--- src/rtl/spike_ser_pkg.sv ---
package spike_ser_pkg;

    typedef enum logic [0:0] {
        TX_IDLE = 1'b0,
        TX_SEND = 1'b1
    } tx_state_e;

    localparam int FRAME_OVERHEAD = 2;

endpackage

--- src/rtl/spike_edge_latch.sv ---
module spike_edge_latch #(
    parameter int N_SRC = 64
) (
    input  logic             clk,
    input  logic             rst_n,
    input  logic [N_SRC-1:0] req_i,
    input  logic [N_SRC-1:0] clr_i,
    output logic [N_SRC-1:0] pend_o
);

    typedef struct packed {
        logic [N_SRC-1:0] prev;
        logic [N_SRC-1:0] pend;
    } edge_st_t;

    edge_st_t st_d, st_q;
    logic [N_SRC-1:0] rise;

    always_comb begin
        st_d      = st_q;
        rise      = req_i & ~st_q.prev;
        st_d.prev = req_i;
        // a fresh edge in the clearing cycle is a new event and stays pending
        st_d.pend = (st_q.pend & ~clr_i) | rise;
    end

    always_ff @(posedge clk) begin
        if (!rst_n) st_q <= '0;
        else        st_q <= st_d;
    end

    assign pend_o = st_q.pend;

endmodule

--- src/rtl/spike_prio_enc.sv ---
module spike_prio_enc #(
    parameter int N_SRC = 64,
    parameter int IDX_W = 6
) (
    input  logic [N_SRC-1:0] pend_i,
    output logic             valid_o,
    output logic [IDX_W-1:0] idx_o,
    output logic [N_SRC-1:0] onehot_o
);

    logic [N_SRC-1:0] above;

    // above[i] is set when some lower index is pending
    assign above[0] = 1'b0;
    for (genvar g = 1; g < N_SRC; g++) begin : g_chain
        assign above[g] = above[g-1] | pend_i[g-1];
    end

    assign onehot_o = pend_i & ~above;
    assign valid_o  = |pend_i;

    always_comb begin
        idx_o = '0;
        for (int i = 0; i < N_SRC; i++) begin
            if (onehot_o[i]) idx_o = IDX_W'(i);
        end
    end

endmodule

--- src/rtl/spike_id_table.sv ---
module spike_id_table #(
    parameter int N_SRC = 64,
    parameter int IDX_W = 6,
    parameter int ID_W  = 6
) (
    input  logic             clk,
    input  logic             rst_n,
    input  logic             we_i,
    input  logic [IDX_W-1:0] waddr_i,
    input  logic [ID_W-1:0]  wdata_i,
    input  logic [IDX_W-1:0] raddr_i,
    output logic [ID_W-1:0]  rdata_o
);

    logic [ID_W-1:0] tbl_d [N_SRC];
    logic [ID_W-1:0] tbl_q [N_SRC];

    always_comb begin
        for (int i = 0; i < N_SRC; i++) tbl_d[i] = tbl_q[i];
        if (we_i && (int'(waddr_i) < N_SRC)) tbl_d[waddr_i] = wdata_i;
    end

    always_ff @(posedge clk) begin
        if (!rst_n) begin
            for (int i = 0; i < N_SRC; i++) tbl_q[i] <= ID_W'(i);
        end else begin
            for (int i = 0; i < N_SRC; i++) tbl_q[i] <= tbl_d[i];
        end
    end

    assign rdata_o = (int'(raddr_i) < N_SRC) ? tbl_q[raddr_i] : '0;

endmodule

--- src/rtl/spike_frame_tx.sv ---
module spike_frame_tx
    import spike_ser_pkg::*;
#(
    parameter int ID_W    = 6,
    parameter int BIT_CYC = 2
) (
    input  logic            clk,
    input  logic            rst_n,
    input  logic            valid_i,
    input  logic [ID_W-1:0] id_i,
    input  logic            startup_i,
    output logic            take_o,
    output logic            ser_o
);

    localparam int FRAME_BITS = ID_W + FRAME_OVERHEAD;
    localparam int BIT_IDX_W  = $clog2(FRAME_BITS);
    localparam int CYC_W      = (BIT_CYC > 1) ? $clog2(BIT_CYC) : 1;
    localparam logic [BIT_IDX_W-1:0] LAST_BIT = BIT_IDX_W'(FRAME_BITS - 1);
    localparam logic [CYC_W-1:0]     LAST_CYC = CYC_W'(BIT_CYC - 1);

    typedef struct packed {
        tx_state_e             st;
        logic [FRAME_BITS-1:0] sh;
        logic [BIT_IDX_W-1:0]  bit_n;
        logic [CYC_W-1:0]      cyc;
    } tx_st_t;

    tx_st_t st_d, st_q;
    logic   last_cyc;
    logic   frame_end;
    logic   take;

    always_comb begin
        st_d      = st_q;
        last_cyc  = (st_q.cyc == LAST_CYC);
        frame_end = (st_q.st == TX_SEND) && last_cyc && (st_q.bit_n == LAST_BIT);
        take      = valid_i && ((st_q.st == TX_IDLE) || frame_end);

        if (take) begin
            st_d.st    = TX_SEND;
            st_d.sh    = {1'b0, (startup_i ? {ID_W{1'b0}} : id_i), 1'b1};
            st_d.bit_n = '0;
            st_d.cyc   = '0;
        end else if (st_q.st == TX_SEND) begin
            if (last_cyc) begin
                st_d.cyc = '0;
                if (st_q.bit_n == LAST_BIT) begin
                    st_d.st = TX_IDLE;
                end else begin
                    st_d.bit_n = st_q.bit_n + 1'b1;
                    st_d.sh    = {st_q.sh[FRAME_BITS-2:0], 1'b1};
                end
            end else begin
                st_d.cyc = st_q.cyc + 1'b1;
            end
        end
    end

    always_ff @(posedge clk) begin
        if (!rst_n) begin
            st_q.st    <= TX_IDLE;
            st_q.sh    <= '1;
            st_q.bit_n <= '0;
            st_q.cyc   <= '0;
        end else begin
            st_q <= st_d;
        end
    end

    assign take_o = take;
    assign ser_o  = (st_q.st == TX_SEND) ? st_q.sh[FRAME_BITS-1] : 1'b1;

endmodule

--- src/rtl/spike_serializer.sv ---
module spike_serializer #(
    parameter int N_SRC   = 64,
    parameter int ID_W    = 6,
    parameter int BIT_CYC = 2,
    localparam int IDX_W  = (N_SRC > 1) ? $clog2(N_SRC) : 1
) (
    input  logic             clk,
    input  logic             rst_n,
    input  logic [N_SRC-1:0] req_i,
    input  logic             cfg_we_i,
    input  logic [IDX_W-1:0] cfg_addr_i,
    input  logic [ID_W-1:0]  cfg_id_i,
    input  logic             startup_i,
    output logic             ser_o
);

    logic [N_SRC-1:0] pend_w;
    logic [N_SRC-1:0] onehot_w;
    logic [N_SRC-1:0] grant_w;
    logic             win_valid_w;
    logic [IDX_W-1:0] win_idx_w;
    logic [ID_W-1:0]  win_id_w;
    logic             take_w;

    spike_edge_latch #(.N_SRC(N_SRC)) edge_i (
        .clk    (clk),
        .rst_n  (rst_n),
        .req_i  (req_i),
        .clr_i  (grant_w),
        .pend_o (pend_w)
    );

    spike_prio_enc #(.N_SRC(N_SRC), .IDX_W(IDX_W)) prio_i (
        .pend_i   (pend_w),
        .valid_o  (win_valid_w),
        .idx_o    (win_idx_w),
        .onehot_o (onehot_w)
    );

    spike_id_table #(.N_SRC(N_SRC), .IDX_W(IDX_W), .ID_W(ID_W)) table_i (
        .clk     (clk),
        .rst_n   (rst_n),
        .we_i    (cfg_we_i),
        .waddr_i (cfg_addr_i),
        .wdata_i (cfg_id_i),
        .raddr_i (win_idx_w),
        .rdata_o (win_id_w)
    );

    spike_frame_tx #(.ID_W(ID_W), .BIT_CYC(BIT_CYC)) tx_i (
        .clk       (clk),
        .rst_n     (rst_n),
        .valid_i   (win_valid_w),
        .id_i      (win_id_w),
        .startup_i (startup_i),
        .take_o    (take_w),
        .ser_o     (ser_o)
    );

    assign grant_w = take_w ? onehot_w : '0;

endmodule

--- config.mk ---
export PLATFORM = sky130hd
export DESIGN_NAME = spike_serializer
export DESIGN_NICKNAME = d
export VERILOG_FILES = /design/src/rtl/spike_ser_pkg.sv /design/src/rtl/spike_edge_latch.sv /design/src/rtl/spike_prio_enc.sv /design/src/rtl/spike_id_table.sv /design/src/rtl/spike_frame_tx.sv /design/src/rtl/spike_serializer.sv
export SDC_FILE = /design/constraint.sdc
export NUM_CORES = 1
export LEC_CHECK = 0
export CAP_MARGIN = 40
export CORE_MARGIN = 4
export CORE_UTILIZATION = 60
export CTS_BUF_LIST = sky130_fd_sc_hd__clkbuf_4
export DETAILED_ROUTE_END_ITERATION = 16
export PLACE_DENSITY_LB_ADDON = 0.2
export SLEW_MARGIN = 20
export SYNTH_ARGS = -nofsm -noshare
export SYNTH_HDL_FRONTEND = slang
export SYNTH_HIERARCHICAL = 1
export SYNTH_SLANG_ARGS = --single-unit
--- constraint.sdc ---
create_clock -name clk -period 11.8 [get_ports clk]
set_clock_uncertainty 0.2 [all_clocks]
set_input_delay 3.54 -clock clk [delete_from_list [all_inputs] [get_ports clk]]
set_output_delay 3.54 -clock clk [all_outputs]
set_load 0.005 [all_outputs]
==> run summary, run 1 <==
In the routed design, unresolved DRC markers number 0. Data on the critical path is required at its endpoint by around 12 ns. The shortest period the worst path allows came out at 6.825 ns. By startpoint and endpoint, the worst setup path is classified as reg2reg. CTS placed an instance of sky130_fd_sc_hd__clkbuf_4 at the clock tree root.

The highest ir drop seen on vdd came out at 0.08931 mV. The met3 wire length is 5335 um. The largest total area in the synthesized netlist belongs to sky130_fd_sc_hd__dfxtp_1. The clock input transition at the sequential cells of the worst setup and hold paths is 0.06 ns. The internal portion of total power is 2.923 mW. At the pin with the least slew margin, the transition time is approximately 1.2 ns.

Counting every net in the synthesized netlist gives 2851. At the later pin of the worst-skew pair, clock insertion delay measures 0.85 ns. The number of antenna violations at the first check in global routing came out at 1. The gate count of the mapped netlist came out at 2769. The H-tree depth reported by CTS came out at 4. The fmax is 146.5 MHz.

The net switching power figure came out at 1.027 mW. The number of cell rows came out at 74. The number of enable-type register cells in the synthesized netlist is 0. The power density over the cells is 144.4 nW/um^2.

Summed over all nets, wire length on met2 after detailed routing comes to roughly 30000 um. The aggregate routed wire length is around 65000 um. The path class of the tightest hold or removal check is reg2reg. The cell area reported after detailed placement came out at 25470 sq um.

Measured against its own limit, the worst slew margin works out to 21.15%. The maximum fanout along the worst path is 44. STA classifies the critical path startpoint as a register. The summed instance area of the synthesized netlist came out at 25120 sq um. Ranked by instance count, the synthesized netlist is headed by 524 x sky130_fd_sc_hd__dfxtp_1, 401 x sky130_fd_sc_hd__nand2_1, 329 x sky130_fd_sc_hd__nand3_1. The data arrival time of the critical path is between 7 and 8 ns. Net switching is 26.00% of the power. The starting utilization of the core area came out at approximately 61%.

The total leakage power came out at 9.907 nW. Of the synthesized area, sequential elements account for between 40% and 50%. The number of buffers inserted during clock tree synthesis is roughly 140.

The number of antenna-violating nets in the routed design came out at 0. Setup violations remaining at the end of the flow were counted as 0. The via count of the first global-routing pass is 20268. The clock passes through at most 3 buffers. The count of synthesis-stage warnings from yosys is 6.

The number of pins exceeding their max-slew limit in the final report came out at 0. Before antenna repair, the detailed router went through 6 iterations. After routing, the total negative slack on setup checks comes to 0 ns. The vertical die dimension is about 210 um. The count of routing violations after the opening detailed-route iteration is 2044. The floorplan step defined a core boundary enclosing ~40000 sq um.

The via-per-instance ratio is 6.113. After layout, the worst path uses 57.84% of the clock period. The total half-perimeter wirelength after legalization and detailed placement came out at 39700 um.

For this run the aggregate overflow at the end of global routing stands at 0. The flow ran to the end, and the final reports show no timing, DRC or antenna violations. The last weighted congestion value of the routability-driven placer came out at 0.9115. The share of final-layout standard cells stronger than drive strength 1 is 16.53%.

The end-of-flow core utilization came out at around two thirds. Entering global routing, the biggest net connects 283 pins. In this run the most critical hold path is launched from table_i/tbl_q[48][2]. For this run, the leading register cell type out of synthesis is sky130_fd_sc_hd__dfxtp_1.

The worst hold slack came out at 0.2527 ns. The combinational power share came out at 11.3%. Port buffering added 80 buffers.

In the post-synthesis netlist, the biggest area contributors are sky130_fd_sc_hd__dfxtp_1 42%, sky130_fd_sc_hd__mux4_2 9.1%, sky130_fd_sc_hd__nand3_1 6.6%. The portion of synthesized cell area occupied by the leading cell type came out at 41.76%. The die width came out at 212.6 um. In this run, synthesis produced a sequential element count of 524.

The number of nets at the end of the flow is around 2800. The count of buffering cells on the critical path with inverters included came out at 3. The number of hold violations in the final report came out at 0. The share of total power dissipated in sequential elements is a little under half. The slowest stage of the critical path is the sky130_fd_sc_hd__nand4bb_1 cell. The CTS tree is done. The number of cells after detailed placement is between 3000 and 4000. In this run the critical register-to-register path is launched from edge_i/pend_o[1].

The mean post-synth cell area is 9.072 sq um. Setup repair after global routing left no endpoint under its margin. The clock sink total came out at roughly 520. The wire length the detailed router placed on met1 came out at 27110 um. Post-CTS repair changed the size of 0 cells. Once layout is done, the placed cells without fillers occupy 27360 sq um. STA classifies the critical path endpoint as a register. The global-route wire length before repair is 104500 um. The count of max-cap constraint violations came out at 0.

The top metal layer carrying routed signals is met4. On the worst path, the slowest cell contributes a delay of 0.72 ns. The post-CTS setup buffer count is 0. The proportion of power drawn by the clock network is between 40% and 50%. The signal on the critical path passes through or4_4, nand4bb_1, nor3_2, nand3_1, nor3_1, o21ai_0, o211ai_1, buf_4, buf_4, buf_16, mux4_2, mux4_2, nor2b_1, a211oi_2, a21oi_1, a221o_1. The critical path starts at edge_i/pend_o[1].

Counting flops with an async set or reset pin after synthesis yields a share of 0%. The via count came out at 20606. between 80 and 90 I/O pins were placed. The detailed-route wire length per cell came out at 19.24 um. sky130_fd_sc_hd__dfxtp_1 is the most common cell in the netlist. The quantity of hold-fixing buffers added after cts came out at 0. The final cell count without fillers is about 3400. The synthesized netlist contains 83 unique library cells. The die covers 45210 sq um. The area growth from synthesis to layout came out at 8.910%.

The cell family contributing the most delay on the critical path is simple AND/OR/NAND/NOR gates. The total global-route track usage came out at between 20 and 30%.
[final cells by class]
type	instances	area, sq um
Multi-Input combinational cell	1938	13140
Clock buffer	193	1449
Tap cell	532	665.6
Timing Repair Buffer	117	1137
Fill cell	3282	13750
Clock inverter	39	371.6
Inverter	26	97.59
Sequential cell	524	10490
Antenna cell	2	5.005
[flip-flops by register name, summed over array words and instances, names as in the netlist]
register       flops
table_i/tbl_q    384
edge_i/pend_o     64
edge_i/st_q       64
tx_i/st_q         11
tx_i/last_cyc      1
[worst paths after layout]
| check | slack (ns) | to | cells past startpoint |
|---|---|---|---|
| max reg2reg | 4.98 | tx_i/st_q[10] | 16 |
| max | 4.98 | tx_i/st_q[10] | 16 |
| min reg2reg | 0.25 | table_i/tbl_q[48][2] | 2 |
| min | 0.25 | table_i/tbl_q[48][2] | 2 |
[metrics by stage]
step	power, mW	setup slack (ns)
floorplan	2.213	6.674
global placement	2.302	4.930
detailed placement	2.312	4.822
CTS	3.978	4.778
global route	4.121	4.484
finish	3.950	4.975
[power groups by stage]
| stage | Combinational [mW] | Clock [mW] | Sequential, mW |
|---|---|---|---|
| finish | 0.445 | 1.66 | 1.84 |
| global route | 0.475 | 1.80 | 1.85 |
| CTS | 0.434 | 1.70 | 1.84 |
| detailed placement | 0.432 | 0 | 1.88 |
| global placement | 0.423 | 0 | 1.88 |
| floorplan | 0.354 | 0 | 1.86 |
[kinds of logic (layout without fill, tap and decap cells)]
family / Yosys count / count (layout) / share of synthesized area (%)
AOI/OAI and AO/OA: 437 / 437 / 11.82
xor gates and xnor gates: 1 / 1 / 0.03487
adders and majority gates: 2 / 2 / 0.09960
buffers and inverters: 307 / 375 / 6.151
DFF: 524 / 524 / 41.76
muxes: 230 / 230 / 14.22
other: 0 / 2 / 0
and+or+nand+nor: 1268 / 1268 / 25.91
[placed cells by master (no fill, tap or decap), types with 10 or more instances in the layout]
| cell type | netlist | layout |
|---|---|---|
| sky130_fd_sc_hd__nand2_1 | 401 | 400 |
| sky130_fd_sc_hd__clkdlybuf4s50_1 | 0 | 73 |
| sky130_fd_sc_hd__o21ai_1 | 16 | 16 |
| sky130_fd_sc_hd__mux4_2 | 101 | 101 |
| sky130_fd_sc_hd__and2_1 | 75 | 75 |
| sky130_fd_sc_hd__nor2_1 | 85 | 81 |
| sky130_fd_sc_hd__mux2i_1 | 123 | 123 |
| sky130_fd_sc_hd__and2_2 | 64 | 64 |
| sky130_fd_sc_hd__a21oi_1 | 22 | 22 |
| sky130_fd_sc_hd__nor2b_1 | 46 | 46 |
| sky130_fd_sc_hd__o21ai_0 | 112 | 112 |
| sky130_fd_sc_hd__buf_4 | 79 | 27 |
| sky130_fd_sc_hd__clkinv_1 | 0 | 21 |
| sky130_fd_sc_hd__a21boi_0 | 80 | 80 |
| sky130_fd_sc_hd__clkbuf_4 | 0 | 193 |
| sky130_fd_sc_hd__nor2_2 | 8 | 10 |
| sky130_fd_sc_hd__nor4_1 | 20 | 20 |
| sky130_fd_sc_hd__a21boi_1 | 138 | 138 |
| sky130_fd_sc_hd__and3_1 | 19 | 18 |
| sky130_fd_sc_hd__nand3_1 | 329 | 327 |
| sky130_fd_sc_hd__dfxtp_1 | 524 | 524 |
| sky130_fd_sc_hd__nand2b_1 | 140 | 140 |
| sky130_fd_sc_hd__nor3_1 | 16 | 15 |
| sky130_fd_sc_hd__inv_1 | 25 | 25 |
[routing by layer]
metal,GRT usage (%),up-vias
li1,-,9598
met1,37.29,9951
met2,45.82,911
met3,6.537,146
met4,11.57,0
met5,0,-
[tightest hold or removal path, stage by stage, from the launching register on]
cell	delay, ns
sky130_fd_sc_hd__dfxtp_1	0.31
sky130_fd_sc_hd__nand2_1	0.05
sky130_fd_sc_hd__a21boi_1	0.05
No activity file was read; power rests on OpenSTA's default activity.
==> run 2, diff against run 1 <==
--- a/config.mk
+++ b/config.mk
@@ -7,7 +7,7 @@
 export LEC_CHECK = 0
 export CAP_MARGIN = 40
 export CORE_MARGIN = 4
-export CORE_UTILIZATION = 60
+export CORE_UTILIZATION = 58
 export CTS_BUF_LIST = sky130_fd_sc_hd__clkbuf_4
 export DETAILED_ROUTE_END_ITERATION = 16
 export PLACE_DENSITY_LB_ADDON = 0.2
==> constraint.sdc (replaced) <==
create_clock -name clk -period 5.5 [get_ports clk]
set_clock_uncertainty 0.2 [all_clocks]
set_input_delay 1.65 -clock clk [delete_from_list [all_inputs] [get_ports clk]]
set_output_delay 1.65 -clock clk [all_outputs]
set_load 0.005 [all_outputs]
==> run 2 against run 1 <==
Highest routed layer is now met5. Register-to-register slack lost 4.7 ns. Global-route usage grew 0.68 points. Sequential share of layout area shrank 0.64 points. Critical path depth is the same. Clock power grew 120%. Routed wire length grew 5.9%. Maximum frequency grew 31%. Hold slack gained 0.0060 ns. First-iteration DRC count shrank 5.0%.
==> run summary, run 2 (same netlist as run 1, synthesis figures left out) <==
The run finished with clean final reports. The pin count of the biggest net entering global routing came out at 177 (-37%). The number of antenna-violating nets in the routed design came to 0 (unchanged). The via-per-instance ratio came to 6.029 (-1.4%). The maximum fanout along the worst path came out at 34 (-23%). The startpoint kind of the worst setup timing path is a register. The leftover overflow at the end of global routing is 0 (unchanged). The die width is 216.1 um (+1.6%).

The starting utilization of the core area came out at 59.23% (-1.9 points). The most frequent standard cell in the layout excluding fill and tap cells is sky130_fd_sc_hd__dfxtp_1. The count of filler cells inserted in the layout is 3517 (+7.2%). The via count is 20825 (+1.1%).

The number of buffers inserted during clock tree synthesis is 140 (+1.4%). The total of cells resized after clock tree synthesis came to 0 (unchanged). The worst hold slack is 0.2587 ns (+0.005981 ns). The quantity of hold-fixing buffers added after cts came out at 0 (unchanged).

The power density over the cells came out at 311.8 nW/um^2 (+120%). The area of all sequential standard cells is 10490 sq um (unchanged). The length of the first detailed-routing pass in iterations was 6 (unchanged). The number of hold violations in the final report is 0 (unchanged). The post-CTS setup buffer count is 0 (unchanged). STA classifies the critical path endpoint as a register. The total DRC errors in the routed layout came out at 0 (unchanged). The total global-route track usage is 29.12% (+0.68 points). The last weighted congestion value of the routability-driven placer came out at 0.9128 (+0.14%). Setup repair after global routing left no endpoint under its margin. The worst hold path class is reg2reg.

The highest ir drop seen on vdd is 0.2033 mV (+130%). The total power consumption of the routed design is 8.677 mW (+120%). The maximum buffer depth of the clock tree came out at 3 (unchanged).

The clock latency of the later-clocked register in the worst-skew pair came to 0.94 ns (+0.09 ns). The end-of-flow core utilization is 65.60% (-0.95 points). The aggregate routed wire length is 68700 um (+5.9%).

The number of cell rows was 75 (+1.4%). Ranked by flip-flop count, first place goes to table_i/tbl_q. The count of max-cap constraint violations is 0 (unchanged).

The number of port buffers is 80 (unchanged). The number of nets at the end of the flow is 2861 (+1.2%). The detailed-route wire length per cell came to 19.89 um (+3.4%). The data arrival time of the critical path is 5.82 ns (-1.50 ns). The total leakage power came out at 10.15 nW (+2.5%). The overall die area came to 46710 sq um (+3.3%).

The setup TNS is 0 ns (unchanged). The final setup violation count came to 0 (unchanged). The relative slew slack is 30.27% (+9.1 points).

The actual transition at the worst max-transition pin is 1.046 ns (-0.1368 ns). The share of final-layout standard cells stronger than drive strength 1 is 17.52% (+0.99 points). The clock input transition at the sequential cells of the worst setup and hold paths came to 0.07 ns (about the same). The shortest period the worst path allows is 5.205 ns (-1.620 ns). The total half-perimeter wirelength after legalization and detailed placement is 44550 um (+12%). The area growth from synthesis to layout came out at 10.76%.

The top cell types in the final layout, fill and taps aside, are 524 x sky130_fd_sc_hd__dfxtp_1, 400 x sky130_fd_sc_hd__nand2_1, 328 x sky130_fd_sc_hd__nand3_1. The fmax is 192.1 MHz (+31%). The count of routing violations after the opening detailed-route iteration is 1941 (-5.0%).

The number of flip-flops under the largest register name came to 384 (unchanged). The fraction of the cycle the final worst path needs came to 94.64% (+37 points). The H-tree depth reported by CTS is 4 (unchanged). The clock sink total is 524 (unchanged). The number of antenna violations at the first check in global routing is 1 (unchanged). The number of pins exceeding their max-slew limit in the final report came to 0 (unchanged). The number of top-level pins is 81 (unchanged). The worst setup path is of the reg2reg kind. The global-route wire length before repair is 110200 um (+5.5%). The vertical die dimension came to 216.1 um (+1.6%). The via count of the first global-routing pass is 20764 (+2.4%). Clock tree synthesis selected as its root buffer the cell sky130_fd_sc_hd__clkbuf_4. The placeable core region came out at 42420 sq um (+3.2%).

The CTS tree is done. The total area of multi-input combinational cells was 13140 sq um (about the same). The required time of the worst setup path was 6.12 ns (-6.18 ns).
-- run 2: cell count changes in the layout (fill, tap and decap cells not counted), moves of 2 or more --
cell / previous run / this run
sky130_fd_sc_hd__buf_12: 3 / 11
sky130_fd_sc_hd__buf_4: 27 / 56
sky130_fd_sc_hd__buf_8: 4 / 2
sky130_fd_sc_hd__bufinv_16: 8 / 10
sky130_fd_sc_hd__clkbuf_4: 193 / 197
sky130_fd_sc_hd__clkinv_1: 21 / 24
sky130_fd_sc_hd__clkinvlp_4: 2 / 0
-- run 2: final timing paths --
| check | slack [ns] | cells after the start | end | from |
|---|---|---|---|---|
| worst max-delay path | 0.29 | 16 | tx_i/st_q[5] | edge_i/pend_o[1] |
| worst min-delay path | 0.26 | 2 | table_i/tbl_q[24][5] | table_i/tbl_q[24][5] |
| worst max register to register | 0.29 | 16 | tx_i/st_q[5] | edge_i/pend_o[1] |
| worst min register to register | 0.26 | 2 | table_i/tbl_q[24][5] | table_i/tbl_q[24][5] |
-- run 2: report_power, final --
part | switching, mW | internal, mW | total (mW)
combinational | 0.559 | 0.430 | 0.989
sequential | 0.0755 | 3.88 | 3.95
clock | 1.62 | 2.12 | 3.73
-- run 2: worst max-delay path: stages, from the launching register on --
cell	delay (ns)
sky130_fd_sc_hd__dfxtp_1	0.38
sky130_fd_sc_hd__or4_4	0.59
sky130_fd_sc_hd__nand4bb_1	0.20
sky130_fd_sc_hd__buf_4	0.23
sky130_fd_sc_hd__or3_4	0.45
sky130_fd_sc_hd__or4_1	0.54
sky130_fd_sc_hd__o31a_1	0.13
sky130_fd_sc_hd__nand3_2	0.10
sky130_fd_sc_hd__o2bb2ai_4	0.13
sky130_fd_sc_hd__buf_12	0.21
sky130_fd_sc_hd__buf_12	0.29
sky130_fd_sc_hd__mux4_2	0.54
sky130_fd_sc_hd__mux2i_1	0.20
sky130_fd_sc_hd__o22ai_1	0.17
sky130_fd_sc_hd__o21ai_0	0.27
sky130_fd_sc_hd__o21ai_1	0.13
sky130_fd_sc_hd__a211o_1	0.29
-- run 2: cell type report --
class / count / area share [%]
inverters: 26 / 0.3507
well taps: 577 / 2.595
clock inverters: 42 / 1.556
diodes: 1 / 0.008993
multi-input cells: 1938 / 47.21
repair buffers: 149 / 5.266
clock buffers: 197 / 5.315
flip-flops and latches: 524 / 37.70
-- run 2: metal layers --
layer / routed length (um) / up-vias / track usage, %
li1: - / 9689 / -
met1: 28260 / 10016 / 37.17
met2: 32260 / 955 / 46.80
met3: 5844 / 163 / 7.675
met4: 2326 / 2 / 12.93
met5: 13 / - / 0
-- run 2: per-stage QoR --
step / instance area, sq um / std cells / worst slack [ns]
after global placement: 25800 / 3208 / 0.4092
after detailed placement: 25870 / 3212 / 0.1780
after global routing: 27830 / 3454 / 0.1344
after floorplan: 25120 / 2769 / 0.7172
final: 27830 / 3454 / 0.2946
after CTS: 27780 / 3451 / 0.1453
==> run 3, diff against run 2 <==
--- a/config.mk
+++ b/config.mk
@@ -8,8 +8,9 @@
 export CAP_MARGIN = 40
 export CORE_MARGIN = 4
 export CORE_UTILIZATION = 58
-export CTS_BUF_LIST = sky130_fd_sc_hd__clkbuf_4
+export CTS_BUF_LIST = sky130_fd_sc_hd__clkbuf_8
 export DETAILED_ROUTE_END_ITERATION = 16
+export GPL_TIMING_DRIVEN = 0
 export PLACE_DENSITY_LB_ADDON = 0.2
 export SLEW_MARGIN = 20
 export SYNTH_ARGS = -nofsm -noshare
==> run 3 against run 2 <==
Register-to-register slack lost 0.23 ns. First-iteration DRC count grew 61%. Worst setup slack lost 0.23 ns. Die area is the same. Critical path depth grew 2. Clock power shrank 6.7%. Via count grew 10%. Combinational power grew 33%. Flip-flop and latch count is the same. Cell count grew 4.4%. Largest cell class unchanged.
==> run summary, run 3 (same netlist as run 1, synthesis figures left out) <==
The sequential share of power was 45.0% (-0.6 points). The register-to-register path setup slack came to 0.07 ns (-0.23 ns). The area growth from synthesis to layout is 15.33%. The aggregate routed wire length is 87860 um (+28%). The number of pins exceeding their max-slew limit in the final report is 0 (unchanged). The number of cells on the critical path came out at 18 (+2). The clock sink total came to 524 (unchanged). TritonCTS built the clock tree. The start point of the critical path is edge_i/pend_o[4]. The final setup violation count came out at 0 (unchanged). STA classifies the critical path endpoint as a register. Traced cell by cell, the critical path runs through buf_4, or4_4, nand4bb_1, buf_4, or3_4, buf_6, or4_1, o31a_1, nand3_2, o2bb2ai_2, buf_12, buf_12, mux4_2, mux2i_2, o22ai_1, o21ai_1, o21ai_1, a221o_1. The end-of-flow core utilization came to 68.30% (+2.7 points). In this run the critical register-to-register path is captured at tx_i/st_q[7]. The internal portion of total power came to 6.302 mW (-1.9%).

The final instance area came out at 28970 sq um (+4.1%). The worst hold slack is 0.2490 ns (-0.009700 ns). The number of nets at the end of the flow came out at 3047 (+6.5%).

The count of routing violations after the opening detailed-route iteration came out at 3125 (+61%). The detailed-route wire length per cell came out at 24.36 um (+22%). The final cell count without fillers came out at 3607 (+4.4%).

The total half-perimeter wirelength after legalization and detailed placement came out at 61930 um (+39%). The data arrival time of the critical path came out at 5.79 ns (-0.03 ns). The root buffer cell chosen for the clock tree is sky130_fd_sc_hd__clkbuf_8. The number of cells after detailed placement is 3435 (+6.9%). The highest ir drop seen on vdd came out at 0.2502 mV (+23%). The number of top-level pins is 81 (unchanged).

Counting flops per register, the top entry is table_i/tbl_q. The relative slew slack is 34.56% (+4.3 points). The maximum buffer depth of the clock tree is 3 (unchanged). The fmax is 184.1 MHz (-4.2%). Setup repair after global routing left no endpoint under its margin. The pin count of the biggest net entering global routing is 12 (-93%). The proportion of power drawn by the clock network was 39.9% (-3.1 points). The via count of the first global-routing pass came to 22281 (+7.3%). The leftover overflow at the end of global routing came out at 0 (unchanged). The total power consumption of the routed design came to 8.714 mW (+0.42%). The number of cell rows came out at 75 (unchanged). The clock input transition at the sequential cells of the worst setup and hold paths came to 0.06 ns (about the same). The via count is 22912 (+10%). The actual transition at the worst max-transition pin came out at 0.9816 ns (-0.06424 ns). The H-tree depth reported by CTS came out at 3 (-1). The most frequent standard cell in the layout excluding fill and tap cells is sky130_fd_sc_hd__dfxtp_1. The length of the first detailed-routing pass in iterations came out at 8 (+2). The global-route wire length before repair is 131500 um (+19%). The shortest period the worst path allows came to 5.433 ns (+0.2278 ns).

The critical path ends at tx_i/st_q[7]. The number of flip-flops under the largest register name came out at 384 (unchanged). The last weighted congestion value of the routability-driven placer is 0.9922 (+8.7%). The run finished with clean final reports. The total leakage power came to 10.68 nW (+5.2%). The count of filler cells inserted in the layout came out at 3445 (-2.0%). The quantity of hold-fixing buffers added after cts is 0 (unchanged). The startpoint kind of the worst setup timing path is a register. The number of buffers inserted during clock tree synthesis is 87 (-38%). Grouping stages by cell kind, the critical path spends the most delay in simple AND/OR/NAND/NOR gates. The count of buffering cells on the critical path with inverters included came out at 5 (+2).

The starting utilization of the core area is 59.23% (unchanged). The cell with the largest stage delay on the worst path is sky130_fd_sc_hd__or4_1. The total global-route track usage is 36.42% (+7.3 points). The total DRC errors in the routed layout is 0 (unchanged).

The combinational power share came out at 15.1% (+3.7 points). The share of total power consumed by net switching is 27.67% (+1.7 points). The min-delay analysis places its worst path in the category reg2reg. The die width came out at 216.1 um (unchanged). The count of max-cap constraint violations is 0 (unchanged).

The clock latency of the later-clocked register in the worst-skew pair was 0.71 ns (-0.23 ns). The power density over the cells came out at 300.8 nW/um^2 (-3.6%). In the layout the commonest cells are 524 x sky130_fd_sc_hd__dfxtp_1, 401 x sky130_fd_sc_hd__nand2_1, 328 x sky130_fd_sc_hd__nand3_1.

The number of port buffers came out at 71 (-11%). The required time of the worst setup path is 5.86 ns (-0.26 ns). The number of antenna violations at the first check in global routing is 1 (unchanged). The overall die area was 46710 sq um (unchanged). The cell area reported after detailed placement came out at 26770 sq um (+3.5%).

The number of antenna-violating nets in the routed design came out at 0 (unchanged). The via-per-instance ratio came out at 6.352 (+5.4%). The net switching power figure is 2.411 mW (+7.0%). The stage delay of the slowest cell on the critical path is 0.60 ns (about the same). The fraction of the cycle the final worst path needs came out at 98.78% (+4.1 points). The vertical die dimension is 216.1 um (unchanged). The maximum fanout along the worst path is 10 (-71%). The depth of the most critical reg-to-reg path is 18 (+2). The launch point of the worst reg-to-reg path is edge_i/pend_o[4].

The share of final-layout standard cells stronger than drive strength 1 was 16.77% (-0.75 points). The setup path with the least slack is of type reg2reg. The placeable core region came to 42420 sq um (unchanged). The number of hold violations in the final report came out at 0 (unchanged).
==> run 3: worst min path at each step <==
| stage | start | endpoint | slack, ns | cells after the start |
|---|---|---|---|---|
| after floorplan | tx_i/st_q[11] | tx_i/st_q[11] | 0.22 | 1 |
| after global placement | tx_i/st_q[11] | tx_i/st_q[11] | 0.23 | 1 |
| after detailed placement | tx_i/st_q[11] | tx_i/st_q[11] | 0.24 | 1 |
| after CTS | table_i/tbl_q[12][5] | table_i/tbl_q[12][5] | 0.25 | 2 |
| after global routing | table_i/tbl_q[48][3] | table_i/tbl_q[48][3] | 0.28 | 2 |
| final | tx_i/st_q[11] | tx_i/st_q[11] | 0.25 | 1 |
==> run 3: worst register-to-register path: cells and delay by family, from the launching register on <==
family,cells,cell delay (ns)
compound gates,6,1.29
buf+inv,5,0.88
flops,1,0.31
mux,2,0.77
simple gates,5,1.87
==> run 3: routing by layer <==
layer  global-route usage, %  vias up  share of wire (%)
met3                   9.972      498                 13
met4                   25.30        0                8.8
met2                   55.55     1634                 43
met5                       0        -                  0
li1                        -     9968                  -
met1                   44.95    10812                 36
==> run 3: metrics by stage <==
step           setup TNS [ns]  setup WS, ns
6_report                    0       0.06685
5_1_grt                     0       0.01003
4_1_cts                     0      0.008261
3_5_place_dp           -4.271       -0.8467
3_3_place_gp           -4.078       -0.7834
2_1_floorplan               0        0.7172
==> run 3: area by class of cell <==
cell class / count / area [sq um] / area share (%)
Clock inverter: 36 / 150.1 / 0.5182
Tap cell: 577 / 721.9 / 2.492
Buffer: 281 / 1582 / 5.459
Timing Repair Buffer: 107 / 1114 / 3.844
Antenna cell: 1 / 2.502 / 0.008637
Clock buffer: 117 / 1610 / 5.558
Multi-Input combinational cell: 1938 / 13200 / 45.58
Inverter: 26 / 97.59 / 0.3369
Sequential cell: 524 / 10490 / 36.21
==> run 3: power groups by stage <==
| stage | combinational [mW] | clock, mW | sequential (mW) |
|---|---|---|---|
| floorplan | 0.761 | 0 | 3.99 |
| global placement | 1.16 | 0 | 3.99 |
| detailed placement | 1.19 | 0 | 4.00 |
| CTS | 1.23 | 3.51 | 3.92 |
| global route | 1.36 | 3.69 | 3.92 |
| finish | 1.32 | 3.48 | 3.92 |
==> run 3: timing repair <==
action | CTS | global route
setup endpoints to repair | 6 | 6
pin swaps | 1 | 2
resized for setup | 34 | 33
setup buffers | 2 | 8
